[src/rtl/modrm_dec_pkg.sv]
package modrm_dec_pkg;
  localparam int REG_W   = 32;
  localparam int NUM_GPR = 8;
  localparam int IDX_W   = $clog2(NUM_GPR);
  localparam int A16_W   = 16;

  localparam logic [IDX_W-1:0] GPR_BX = 3'd3;
  localparam logic [IDX_W-1:0] GPR_SP = 3'd4;
  localparam logic [IDX_W-1:0] GPR_BP = 3'd5;
  localparam logic [IDX_W-1:0] GPR_SI = 3'd6;
  localparam logic [IDX_W-1:0] GPR_DI = 3'd7;

  typedef logic [NUM_GPR-1:0][REG_W-1:0] gpr_file_t;

  typedef enum logic [1:0] {
    DISP_NONE  = 2'd0,
    DISP_SHORT = 2'd1,
    DISP_FULL  = 2'd2
  } disp_kind_e;

  typedef struct packed {
    logic             rm_is_reg;
    logic [IDX_W-1:0] rm_idx;
    logic [IDX_W-1:0] reg_idx;
    logic [REG_W-1:0] ea;
    logic             seg_ss;
    logic             sib_needed;
    disp_kind_e       disp_kind;
  } dec_res_t;
endpackage

[src/rtl/ea16_unit.sv]
module ea16_unit
  import modrm_dec_pkg::*;
(
  input  logic [1:0]       mod_i,
  input  logic [IDX_W-1:0] rm_i,
  input  logic [A16_W-1:0] disp_i,
  input  logic [A16_W-1:0] bx_i,
  input  logic [A16_W-1:0] bp_i,
  input  logic [A16_W-1:0] si_i,
  input  logic [A16_W-1:0] di_i,
  output logic [A16_W-1:0] ea_o,
  output logic             seg_ss_o,
  output disp_kind_e       disp_kind_o
);
  logic             direct;
  logic [A16_W-1:0] base_sum;
  logic [A16_W-1:0] disp_add;

  assign direct = (mod_i == 2'b00) && (rm_i == 3'd6);

  always_comb begin
    unique case (rm_i)
      3'd0: base_sum = bx_i + si_i;
      3'd1: base_sum = bx_i + di_i;
      3'd2: base_sum = bp_i + si_i;
      3'd3: base_sum = bp_i + di_i;
      3'd4: base_sum = si_i;
      3'd5: base_sum = di_i;
      3'd6: base_sum = bp_i;
      default: base_sum = bx_i;
    endcase
  end

  always_comb begin
    disp_add    = '0;
    disp_kind_o = DISP_NONE;
    unique case (mod_i)
      2'b01: begin disp_add = disp_i; disp_kind_o = DISP_SHORT; end
      2'b10: begin disp_add = disp_i; disp_kind_o = DISP_FULL;  end
      2'b00: if (direct) disp_kind_o = DISP_FULL;
      default: ;
    endcase
  end

  always_comb begin
    if (mod_i == 2'b11)  ea_o = '0;
    else if (direct)     ea_o = disp_i;
    else                 ea_o = base_sum + disp_add;
  end

  // stack segment for BP-based pairs and BP alone (not the direct form)
  assign seg_ss_o = (mod_i != 2'b11) && !direct &&
                    ((rm_i == 3'd2) || (rm_i == 3'd3) || (rm_i == 3'd6));
endmodule

[src/rtl/ea32_unit.sv]
module ea32_unit
  import modrm_dec_pkg::*;
(
  input  logic [1:0]       mod_i,
  input  logic [IDX_W-1:0] rm_i,
  input  logic [7:0]       sib_i,
  input  logic [REG_W-1:0] disp_i,
  input  gpr_file_t        gpr_i,
  output logic [REG_W-1:0] ea_o,
  output logic             seg_ss_o,
  output logic             sib_needed_o,
  output disp_kind_e       disp_kind_o
);
  logic [1:0]       scale;
  logic [IDX_W-1:0] idx_code, base_code;
  logic             mem_form, no_base, disp_only;
  logic [REG_W-1:0] base_val, index_val, disp_add;
  logic [IDX_W-1:0] base_sel;

  assign scale     = sib_i[7:6];
  assign idx_code  = sib_i[5:3];
  assign base_code = sib_i[2:0];

  assign mem_form     = (mod_i != 2'b11);
  assign sib_needed_o = mem_form && (rm_i == GPR_SP);
  // base register that would be used, before the no-base escapes
  assign base_sel     = sib_needed_o ? base_code : rm_i;
  assign no_base      = (mod_i == 2'b00) && (base_sel == GPR_BP);
  assign disp_only    = no_base && !sib_needed_o;

  assign base_val  = no_base ? '0 : gpr_i[base_sel];
  assign index_val = (sib_needed_o && (idx_code != GPR_SP)) ?
                     (gpr_i[idx_code] << scale) : '0;

  always_comb begin
    disp_add    = '0;
    disp_kind_o = DISP_NONE;
    unique case (mod_i)
      2'b01: begin disp_add = disp_i; disp_kind_o = DISP_SHORT; end
      2'b10: begin disp_add = disp_i; disp_kind_o = DISP_FULL;  end
      2'b00: if (no_base) begin disp_add = disp_i; disp_kind_o = DISP_FULL; end
      default: ;
    endcase
  end

  assign ea_o     = mem_form ? (base_val + index_val + disp_add) : '0;
  assign seg_ss_o = mem_form && !no_base && !disp_only &&
                    ((base_sel == GPR_SP) || (base_sel == GPR_BP));
endmodule

[src/rtl/dec_out_stage.sv]
module dec_out_stage
  import modrm_dec_pkg::*;
#(
  parameter bit OUT_REG = 1'b1
) (
  input  logic     clk_i,
  input  logic     rst_ni,
  input  logic     valid_i,
  input  dec_res_t res_i,
  output logic     valid_o,
  output dec_res_t res_o
);
  if (OUT_REG) begin : g_reg
    always_ff @(posedge clk_i or negedge rst_ni) begin
      if (!rst_ni) begin
        valid_o <= 1'b0;
        res_o   <= '0;
      end else begin
        valid_o <= valid_i;
        res_o   <= valid_i ? res_i : '0;
      end
    end

    assert_latency_R11: assert property (@(posedge clk_i) disable iff (!rst_ni)
      valid_i |=> valid_o && (res_o == $past(res_i)));
    assert_idle_R11: assert property (@(posedge clk_i) disable iff (!rst_ni)
      !valid_i |=> !valid_o);
  end else begin : g_comb
    assign valid_o = valid_i;
    assign res_o   = res_i;
  end
endmodule

[src/rtl/modrm_addr_decoder.sv]
module modrm_addr_decoder
  import modrm_dec_pkg::*;
#(
  parameter bit OUT_REG = 1'b1
) (
  input  logic                     clk_i,
  input  logic                     rst_ni,
  input  logic                     valid_i,
  input  logic [7:0]               modrm_i,
  input  logic [7:0]               sib_i,
  input  logic [REG_W-1:0]         disp_i,
  input  logic                     addr32_i,
  input  logic [NUM_GPR*REG_W-1:0] gpr_i,
  output logic                     valid_o,
  output logic                     rm_is_reg_o,
  output logic [IDX_W-1:0]         rm_idx_o,
  output logic [IDX_W-1:0]         reg_idx_o,
  output logic [REG_W-1:0]         ea_o,
  output logic                     seg_ss_o,
  output logic                     sib_needed_o,
  output logic [1:0]               disp_kind_o
);
  logic [1:0]       mod_f;
  logic [IDX_W-1:0] reg_f, rm_f;
  gpr_file_t        gprs;

  logic [A16_W-1:0] ea16;
  logic             ss16;
  disp_kind_e       dk16;
  logic [REG_W-1:0] ea32;
  logic             ss32, sib32;
  disp_kind_e       dk32;

  dec_res_t res_c, res_q;

  assign mod_f = modrm_i[7:6];
  assign reg_f = modrm_i[5:3];
  assign rm_f  = modrm_i[2:0];
  assign gprs  = gpr_i;

  ea16_unit i_ea16 (
    .mod_i       (mod_f),
    .rm_i        (rm_f),
    .disp_i      (disp_i[A16_W-1:0]),
    .bx_i        (gprs[GPR_BX][A16_W-1:0]),
    .bp_i        (gprs[GPR_BP][A16_W-1:0]),
    .si_i        (gprs[GPR_SI][A16_W-1:0]),
    .di_i        (gprs[GPR_DI][A16_W-1:0]),
    .ea_o        (ea16),
    .seg_ss_o    (ss16),
    .disp_kind_o (dk16)
  );

  ea32_unit i_ea32 (
    .mod_i        (mod_f),
    .rm_i         (rm_f),
    .sib_i        (sib_i),
    .disp_i       (disp_i),
    .gpr_i        (gprs),
    .ea_o         (ea32),
    .seg_ss_o     (ss32),
    .sib_needed_o (sib32),
    .disp_kind_o  (dk32)
  );

  always_comb begin
    res_c.rm_is_reg  = (mod_f == 2'b11);
    res_c.rm_idx     = rm_f;
    res_c.reg_idx    = reg_f;
    res_c.ea         = addr32_i ? ea32 : {{(REG_W-A16_W){1'b0}}, ea16};
    res_c.seg_ss     = addr32_i ? ss32 : ss16;
    res_c.sib_needed = addr32_i && sib32;
    res_c.disp_kind  = addr32_i ? dk32 : dk16;
  end

  dec_out_stage #(.OUT_REG(OUT_REG)) i_out (
    .clk_i   (clk_i),
    .rst_ni  (rst_ni),
    .valid_i (valid_i),
    .res_i   (res_c),
    .valid_o (valid_o),
    .res_o   (res_q)
  );

  assign rm_is_reg_o  = res_q.rm_is_reg;
  assign rm_idx_o     = res_q.rm_idx;
  assign reg_idx_o    = res_q.reg_idx;
  assign ea_o         = res_q.ea;
  assign seg_ss_o     = res_q.seg_ss;
  assign sib_needed_o = res_q.sib_needed;
  assign disp_kind_o  = res_q.disp_kind;

  assert_reg_form_R2: assert property (@(posedge clk_i) disable iff (!rst_ni)
    valid_i && (mod_f == 2'b11) |-> (dk32 == DISP_NONE) && (dk16 == DISP_NONE) && !sib32);
  assert_short_disp_R3: assert property (@(posedge clk_i) disable iff (!rst_ni)
    valid_i && (mod_f == 2'b01) |-> (res_c.disp_kind == DISP_SHORT));
  assert_sib_escape_R4: assert property (@(posedge clk_i) disable iff (!rst_ni)
    valid_i && addr32_i && (mod_f != 2'b11) && (rm_f == 3'd4) |-> sib32);
  assert_direct_ds_R9: assert property (@(posedge clk_i) disable iff (!rst_ni)
    valid_i && (mod_f == 2'b00) &&
    ((addr32_i && rm_f == 3'd5) || (!addr32_i && rm_f == 3'd6))
    |-> !res_c.seg_ss && (res_c.disp_kind == DISP_FULL));
  assert_no_sib16_R12: assert property (@(posedge clk_i) disable iff (!rst_ni)
    valid_i && !addr32_i |-> !res_c.sib_needed && (res_c.ea[REG_W-1:A16_W] == '0));
endmodule

[config.mk]
export PLATFORM = sky130hd
export DESIGN_NAME = modrm_addr_decoder
export DESIGN_NICKNAME = d
export VERILOG_FILES = /design/src/rtl/modrm_dec_pkg.sv /design/src/rtl/ea16_unit.sv /design/src/rtl/ea32_unit.sv /design/src/rtl/dec_out_stage.sv /design/src/rtl/modrm_addr_decoder.sv
export SDC_FILE = /design/constraint.sdc
export NUM_CORES = 1
export LEC_CHECK = 0
export BUFFER_PORTS_ARGS = -buffer_cell sky130_fd_sc_hd__buf_2
export CORE_ASPECT_RATIO = 2
export CORE_UTILIZATION = 40
export CTS_BUF_LIST = sky130_fd_sc_hd__clkbuf_4 sky130_fd_sc_hd__clkbuf_8
export DETAILED_ROUTE_END_ITERATION = 12
export PLACE_DENSITY_LB_ADDON = 0.25
export SETUP_SLACK_MARGIN = 0.4
export SLEW_MARGIN = 20
export SYNTH_ARGS = -nofsm -noshare
export SYNTH_HDL_FRONTEND = slang
export SYNTH_SLANG_ARGS = --single-unit
[constraint.sdc]
create_clock -name clk_i -period 1.1 [get_ports clk_i]
set_input_delay 0.22 -clock clk_i [delete_from_list [all_inputs] [get_ports clk_i]]
set_output_delay 0.22 -clock clk_i [all_outputs]
set_load 0.03 [all_outputs]
# [Yosys cells after proc, flatten, opt, wreduce, memory -nomap -nowiden]
# Cells that the tools add are included.
[classes] n_addsub=7 order_cmp=2 n_eq_ne=13 shifts=1 muxes=22 n_reduce_logical=21
[ops] operator="32-bit two-way mux" count=7
[ops] operator="32-bit binary-select mux with 3-bit select" count=2
[ops] operator="16-bit one-hot mux with 7 select lines" count=1
[ops] operator="16-bit adder" count=5
[ops] operator="32-bit adder" count=2
[ops] operator="32-bit one-hot mux with 2 select lines" count=1
[ops] operator="16-bit two-way mux" count=3
[ops] operator="43-bit two-way mux" count=1
[ops] operator="32-bit by 2-bit << shifter with 32-bit output" count=1
[ops] operator="3-bit == test, second input constant" count=5
[ops] operator="2-bit one-hot mux with 3 select lines" count=2
[ops] operator="1-bit logical AND" count=11
[ops] operator="3-bit by 4-bit less-than comparator with 1-bit output, second input constant" count=2
[ops] operator="3-bit by 2-bit == test with 1-bit output, second input constant" count=2
[ops] operator="2-bit two-way mux" count=3
[ops] operator="2-bit == test, second input constant" count=2
[ops] operator="1-bit zero test" count=4
[ops] operator="3-bit by 1-bit == test with 1-bit output, second input constant" count=1
[ops] operator="3-bit zero test" count=1
[ops] operator="1-bit logical OR" count=3
[ops] operator="3-bit two-way mux" count=1
[ops] operator="3-bit != test, second input constant" count=1
[ops] operator="2-bit by 1-bit == test with 1-bit output, second input constant" count=1
[ops] operator="2-bit zero test" count=1
[ops] operator="3 further kinds" count=3
[word_totals] register_bits=44 inputBits=308 output_inout_bits=44 elab_cells=74

# [Logic depth before layout (Yosys ltp)]
[logic_depth] word_depth=11 mapped_depth=26 ltp_nobuf=24

# [By module]
# Synthesis repeated with hierarchy kept, for this count alone.
[hier_totals] cells_unflattened=1687 hier_area_um2=13125.1
[by_module_without_submodules] mod="ea32_unit" n_inst=1 cells_each=1088 area_each_um2=7746.2 seq_area_each_um2=0.0
[by_module_without_submodules] mod="ea16_unit" n_inst=1 cells_each=467 area_each_um2=3512.1 seq_area_each_um2=0.0
[by_module_without_submodules] mod="dec_out_stage" n_inst=1 cells_each=91 area_each_um2=1443.9 seq_area_each_um2=1101.1
[by_module_without_submodules] mod="modrm_addr_decoder" n_inst=1 cells_each=41 area_each_um2=422.9 seq_area_each_um2=0.0

# [Worst setup path before layout]
# OpenSTA, ideal clock, no wires.
[synth_timing] kind="input port to flip-flop" from="in modrm_i[6]" to="reg i_out.res_o[35] (netlist name)" setup_ps=132 arrival_ps=5153 required_time_ps=968 setup_slack_ps=-4185 path_stages=25 n_path_buf=3 cell_sequence="ha_1 > nor4bb_1 > or2_2 > buf_2 > clkbuf_1 > clkbuf_1 > nand2_1 > nand3_1 > nand3_1 > o21ai_0 > nand2_1 > fa_1 > inv_1 > ha_1 > inv_1 > fa_1 > nand2b_1 > a21o_2 > a31oi_2 > o311a_1 > or4b_4 > a311o_1 > a311oi_2 > xnor2_1 > nor2_1"
[synth_between] elab_chain_cells=11 elab_cells_between_ends=21 classes_between="2 x add/sub; 4 x eq/ne; 10 x mux; 5 x reduce/logical"
[synth_lines] element="start, declared" line="modrm_addr_decoder.sv:9" text="input logic [7:0] modrm_i,"
[synth_lines] element="2-bit != test" line="ea32_unit.sv:24" text="assign mem_form = (mod_i != 2'b11);"
[synth_lines] element="1-bit logical AND" line="ea32_unit.sv:25" text="assign sib_needed_o = mem_form && (rm_i == GPR_SP);"
[synth_lines] element="3-bit two-way mux" line="ea32_unit.sv:27" text="assign base_sel = sib_needed_o ? base_code : rm_i;"
[synth_lines] element="32-bit binary-select mux with 3-bit select or 3-bit == test (tied branches)" line="ea32_unit.sv:31, ea32_unit.sv:28"
[synth_lines] element="32-bit two-way mux (not written as such) or 1-bit logical AND (tied branches)" line="ea32_unit.sv:31, ea32_unit.sv:28"
[synth_lines] element="32-bit two-way mux (on tied branches)" line="ea32_unit.sv:31, ea32_unit.sv:41"
[synth_lines] element="32-bit adder or 32-bit one-hot mux with 2 select lines (tied branches)" line="ea32_unit.sv:46, ea32_unit.sv:38"
[synth_lines] element="32-bit adder" line="ea32_unit.sv:46" text="assign ea_o = mem_form ? (base_val + index_val + disp_add) : '0;"
[synth_lines] element="32-bit two-way mux *" line="ea32_unit.sv:46"
[synth_lines] element="32-bit two-way mux *" line="modrm_addr_decoder.sv:70" text="res_c.ea = addr32_i ? ea32 : {{(REG_W-A16_W){1'b0}}, ea16};"
[synth_lines] element="43-bit two-way mux *" line="dec_out_stage.sv:20" text="res_o <= valid_i ? res_i : '0;"
[synth_lines] element="end signal, assigned" line="dec_out_stage.sv:20"
[synth_lines] element="end, declared" line="dec_out_stage.sv:11" text="output dec_res_t res_o"
# Mark *: on every way between the ends. The rest lies on a longest branch, timed or not. The select of a mux whose other input is x is not followed.

# [Worst setup path in the final report]
# Same ends and word-level chain as after synthesis.

==> metrics.md <==
| Metric | Value |
|---|---|
| Outcome | complete, but fails checks |
| Failing checks | setup timing |
| Critical path startpoint category | input port |
| Maximum operating frequency | 223 MHz |
| Worst-path maximum fanout | 6 |
| Cell with the most instances after synthesis | nand2_1 |
| Fill cell total of the finished layout | ~2500 |
| All-layer global routing usage | 0.423 |
| Hold Worst Slack | 0.108 ns |
| WL final | between 60000 and 70000 um |
| Dominant synthesized flop cell | dfrtp_1 |
| Die outline height | roughly 250 um |
| Root Buffer | clkbuf_8 |
| Worst hold endpoint | i_out.res_o[37] |
| Largest delay share family, worst path | compound AO/OA/AOI/OAI gates |
| Residual DRC count | 0 |
| Count of clock tree sinks | 44 |
| Count of different cell masters after synthesis | 74 |
| Relative area change from synthesis to final layout | 69.6% |
| Io pins | between 300 and 400 |
| IO buf count | about 350 |
| Maximum count of clock buffers along a single path | 2 |
| Core region area | slightly above 0.03 sq mm |
| Global placer's final weighted congestion | around 1.1 |
| Data required time of the critical path | approximately 1.3 ns |
| Number of buffers added by the clock tree synthesis step | 5 |
| Share of the core filled with cells in the final layout | 0.691 |
| Min Tclk post-route | between 4 and 5 ns |
| Top cell type by total area after synthesis | mux4_2 |
| Final Hold Viols | 0 |
| Data arrival at the endpoint of the critical path | roughly 4.7 ns |
| Class of the tightest hold or removal check | in -> reg |
| Initial DRC Count | ~1100 |
| Sum of internal, switching and leakage power | between 15 and 20 mW |
| Worst hold path startpoint | modrm_i[4] |
| Power per Cell Area | approximately 880 mW/mm^2 |
| Synthesized instance count | roughly 1700 |
| Setup repair after global routing missed its margin | true |
| GR Overflow Total | 0 |
| Leading cell types by count after synthesis | nand2_1, nand3_1, inv_1 |
| Total negative slack | -97.73 ns |
| Kind of capture point of the worst setup path | register |
| Main area contributors after synthesis | mux4_2, nand2_1, dfrtp_1 |
| Count of final max-slew check failures | 0 |
| Post-layout worst setup margin | -3.39 ns |
| Worst slack at placement | -4.05 ns |
| Hold Crit Depth | 2 |
| H-tree levels | 2 |
| Share of the synthesized area in the top cell type | 0.130 |
| Setup CP Type | in -> reg |
| Slowest cell on the critical path | fa_1 |
| Total of warnings raised by yosys | 0 |
| Initial antenna violation count | 13 |
| Count of flip-flops with a built-in enable after synthesis | 0 |
| Final setup vio count | 36 |
| Synthesized Nets | between 2000 and 2500 |
| Buffers plus inverters on the worst setup path | 8 |
| Post-synth ARST share | 1.00 |
| FP Rows | 90 |
| Share of synthesized area occupied by flip-flops and latches | 0.0895 |
| Pin count of the biggest net entering global routing | 45 |
| TritonCTS clock tree | done |
| Worst VDD drop | roughly 0.71 mV |
| Share of post-route cells with drive strength above 1 | 0.522 |
| Post-Synthesis Mean Instance Area | 7.43 sq um |
| Vias after detailed routing | 16900 |
| Share of the clock period used by the worst path after layout | 4.08 |
| Clock-pin slew on the worst setup and hold paths | 0.09 ns |
| Number of register bits inferred by synthesis | 44 |
| First-pass GRT wire length | 99900 um |
| Worst relative slew slack | 0.545 |
| Initial core utilization | 0.407 |
| Die X-Extent | around 130 um |
| Number of global-route vias before repair | around 18000 |
| Max-cap viol count | 0 |
| Pre-Repair DR Iteration Count | 8 |
| Cell area after synthesis | about 0.012 sq mm |
| Lkg Pwr | slightly above 10 nW |
| Slew of the pin with the lowest slew margin | approximately 0.67 ns |
| Wire per inst | approximately 24 um |
| Number of routed nets with antenna violations | 0 |
| Maximum single-stage delay on the critical path | just over 0.5 ns |
| Area enclosed by the die boundary | 0.0315 sq mm |
| Via density per instance | a little under 6 |
| Placed wire-length estimate after detailed placement | 55700 um |
| Final-stage net count | approximately 2900 |
-- metal layers --
layer  GRT usage  part of all wire  vias to the layer above
li1            -                 -                     7582
met1       0.418              0.33                     8080
met2       0.752              0.50                      923
met3      0.0422             0.056                      327
met4       0.421              0.12                        2
met5           0           0.00024                        -
-- metrics by stage --
step / cells / cell area (sq um)
finish: 2855 / 20800
global route: 2853 / 20800
CTS: 2820 / 20200
detailed placement: 2766 / 18400
global placement: 2766 / 18400
floorplan: 1655 / 12900
-- worst max path at each step --
stage | start | endpoint | slack, ns | depth (start not counted)
2_1_floorplan | modrm_i[7] | i_out.res_o[35] | -3.65 | 25
3_3_place_gp | modrm_i[7] | i_out.res_o[35] | -4.03 | 23
3_5_place_dp | modrm_i[7] | i_out.res_o[35] | -4.05 | 23
4_1_cts | modrm_i[6] | i_out.res_o[33] | -3.29 | 26
5_1_grt | modrm_i[6] | i_out.res_o[35] | -3.52 | 26
6_report | modrm_i[6] | i_out.res_o[35] | -3.39 | 26
-- flip-flops by register name, summed over array words and instances (netlist names) --
| register | count |
|---|---|
| i_out.res_o | 43 |
| i_out.valid_o | 1 |
-- where the power goes --
part | internal (mW) | switching, mW | total, mW
registers | 1.80 | 0.0908 | 1.89
clock network | 0.684 | 0.637 | 1.32
logic | 7.52 | 7.56 | 15.1
total | 10.0 | 8.28 | 18.3
-- cell families (layout without fill, tap and decap cells) --
family | after synthesis | count (layout) | share of synthesized area
and+or+nand+nor | 733 | 734 | 0.265
buffers and inverters | 202 | 1021 | 0.0630
xor gates and xnor gates | 62 | 62 | 0.0442
muxes | 171 | 171 | 0.218
adders and majority gates | 117 | 117 | 0.140
other | 0 | 12 | 0
DFF | 44 | 44 | 0.0895
AOI/OAI and AO/OA | 326 | 326 | 0.180
-- cell usage in the layout, fill, tap and decap left out, types with 27 or more instances in the layout --
| cell type | instances |
|---|---|
| buf_4 | 499 |
| nand2_1 | 376 |
| buf_2 | 300 |
| nand3_1 | 139 |
| buf_6 | 88 |
| inv_1 | 78 |
| mux4_2 | 71 |
| nor2_1 | 61 |
| mux2_2 | 60 |
| ha_1 | 48 |
| dfrtp_1 | 44 |
| o21ai_0 | 36 |
| a21oi_1 | 34 |
| mux2i_1 | 31 |
| ha_4 | 30 |
| fa_1 | 28 |
| o21ai_1 | 27 |
-- what timing repair did --
| item | in CTS | in global routing |
|---|---|---|
| endpoints found under the setup margin | 81 | 81 |
| resized for setup | 309 | 89 |
| hold buffers | 1 | 0 |
| buffers inserted | 40 | 23 |
| pin swaps | 108 | 100 |
| endpoints found under the hold margin | 44 | 0 |
| gates cloned | 5 | 0 |
-- layout make-up --
cell class              instances  area (sq um)  share of cell area
diodes                         12          30.0             0.00144
clock buffers                   5          68.8             0.00330
clock inverters                 3          46.3             0.00222
inverters                      90           338              0.0162
multi-input cells            1410         11900               0.569
flip-flops and latches         44          1100              0.0528
well taps                     368           460              0.0221
repair buffers                923          6930               0.333
Note: power is estimated with default switching activity, not from simulation.
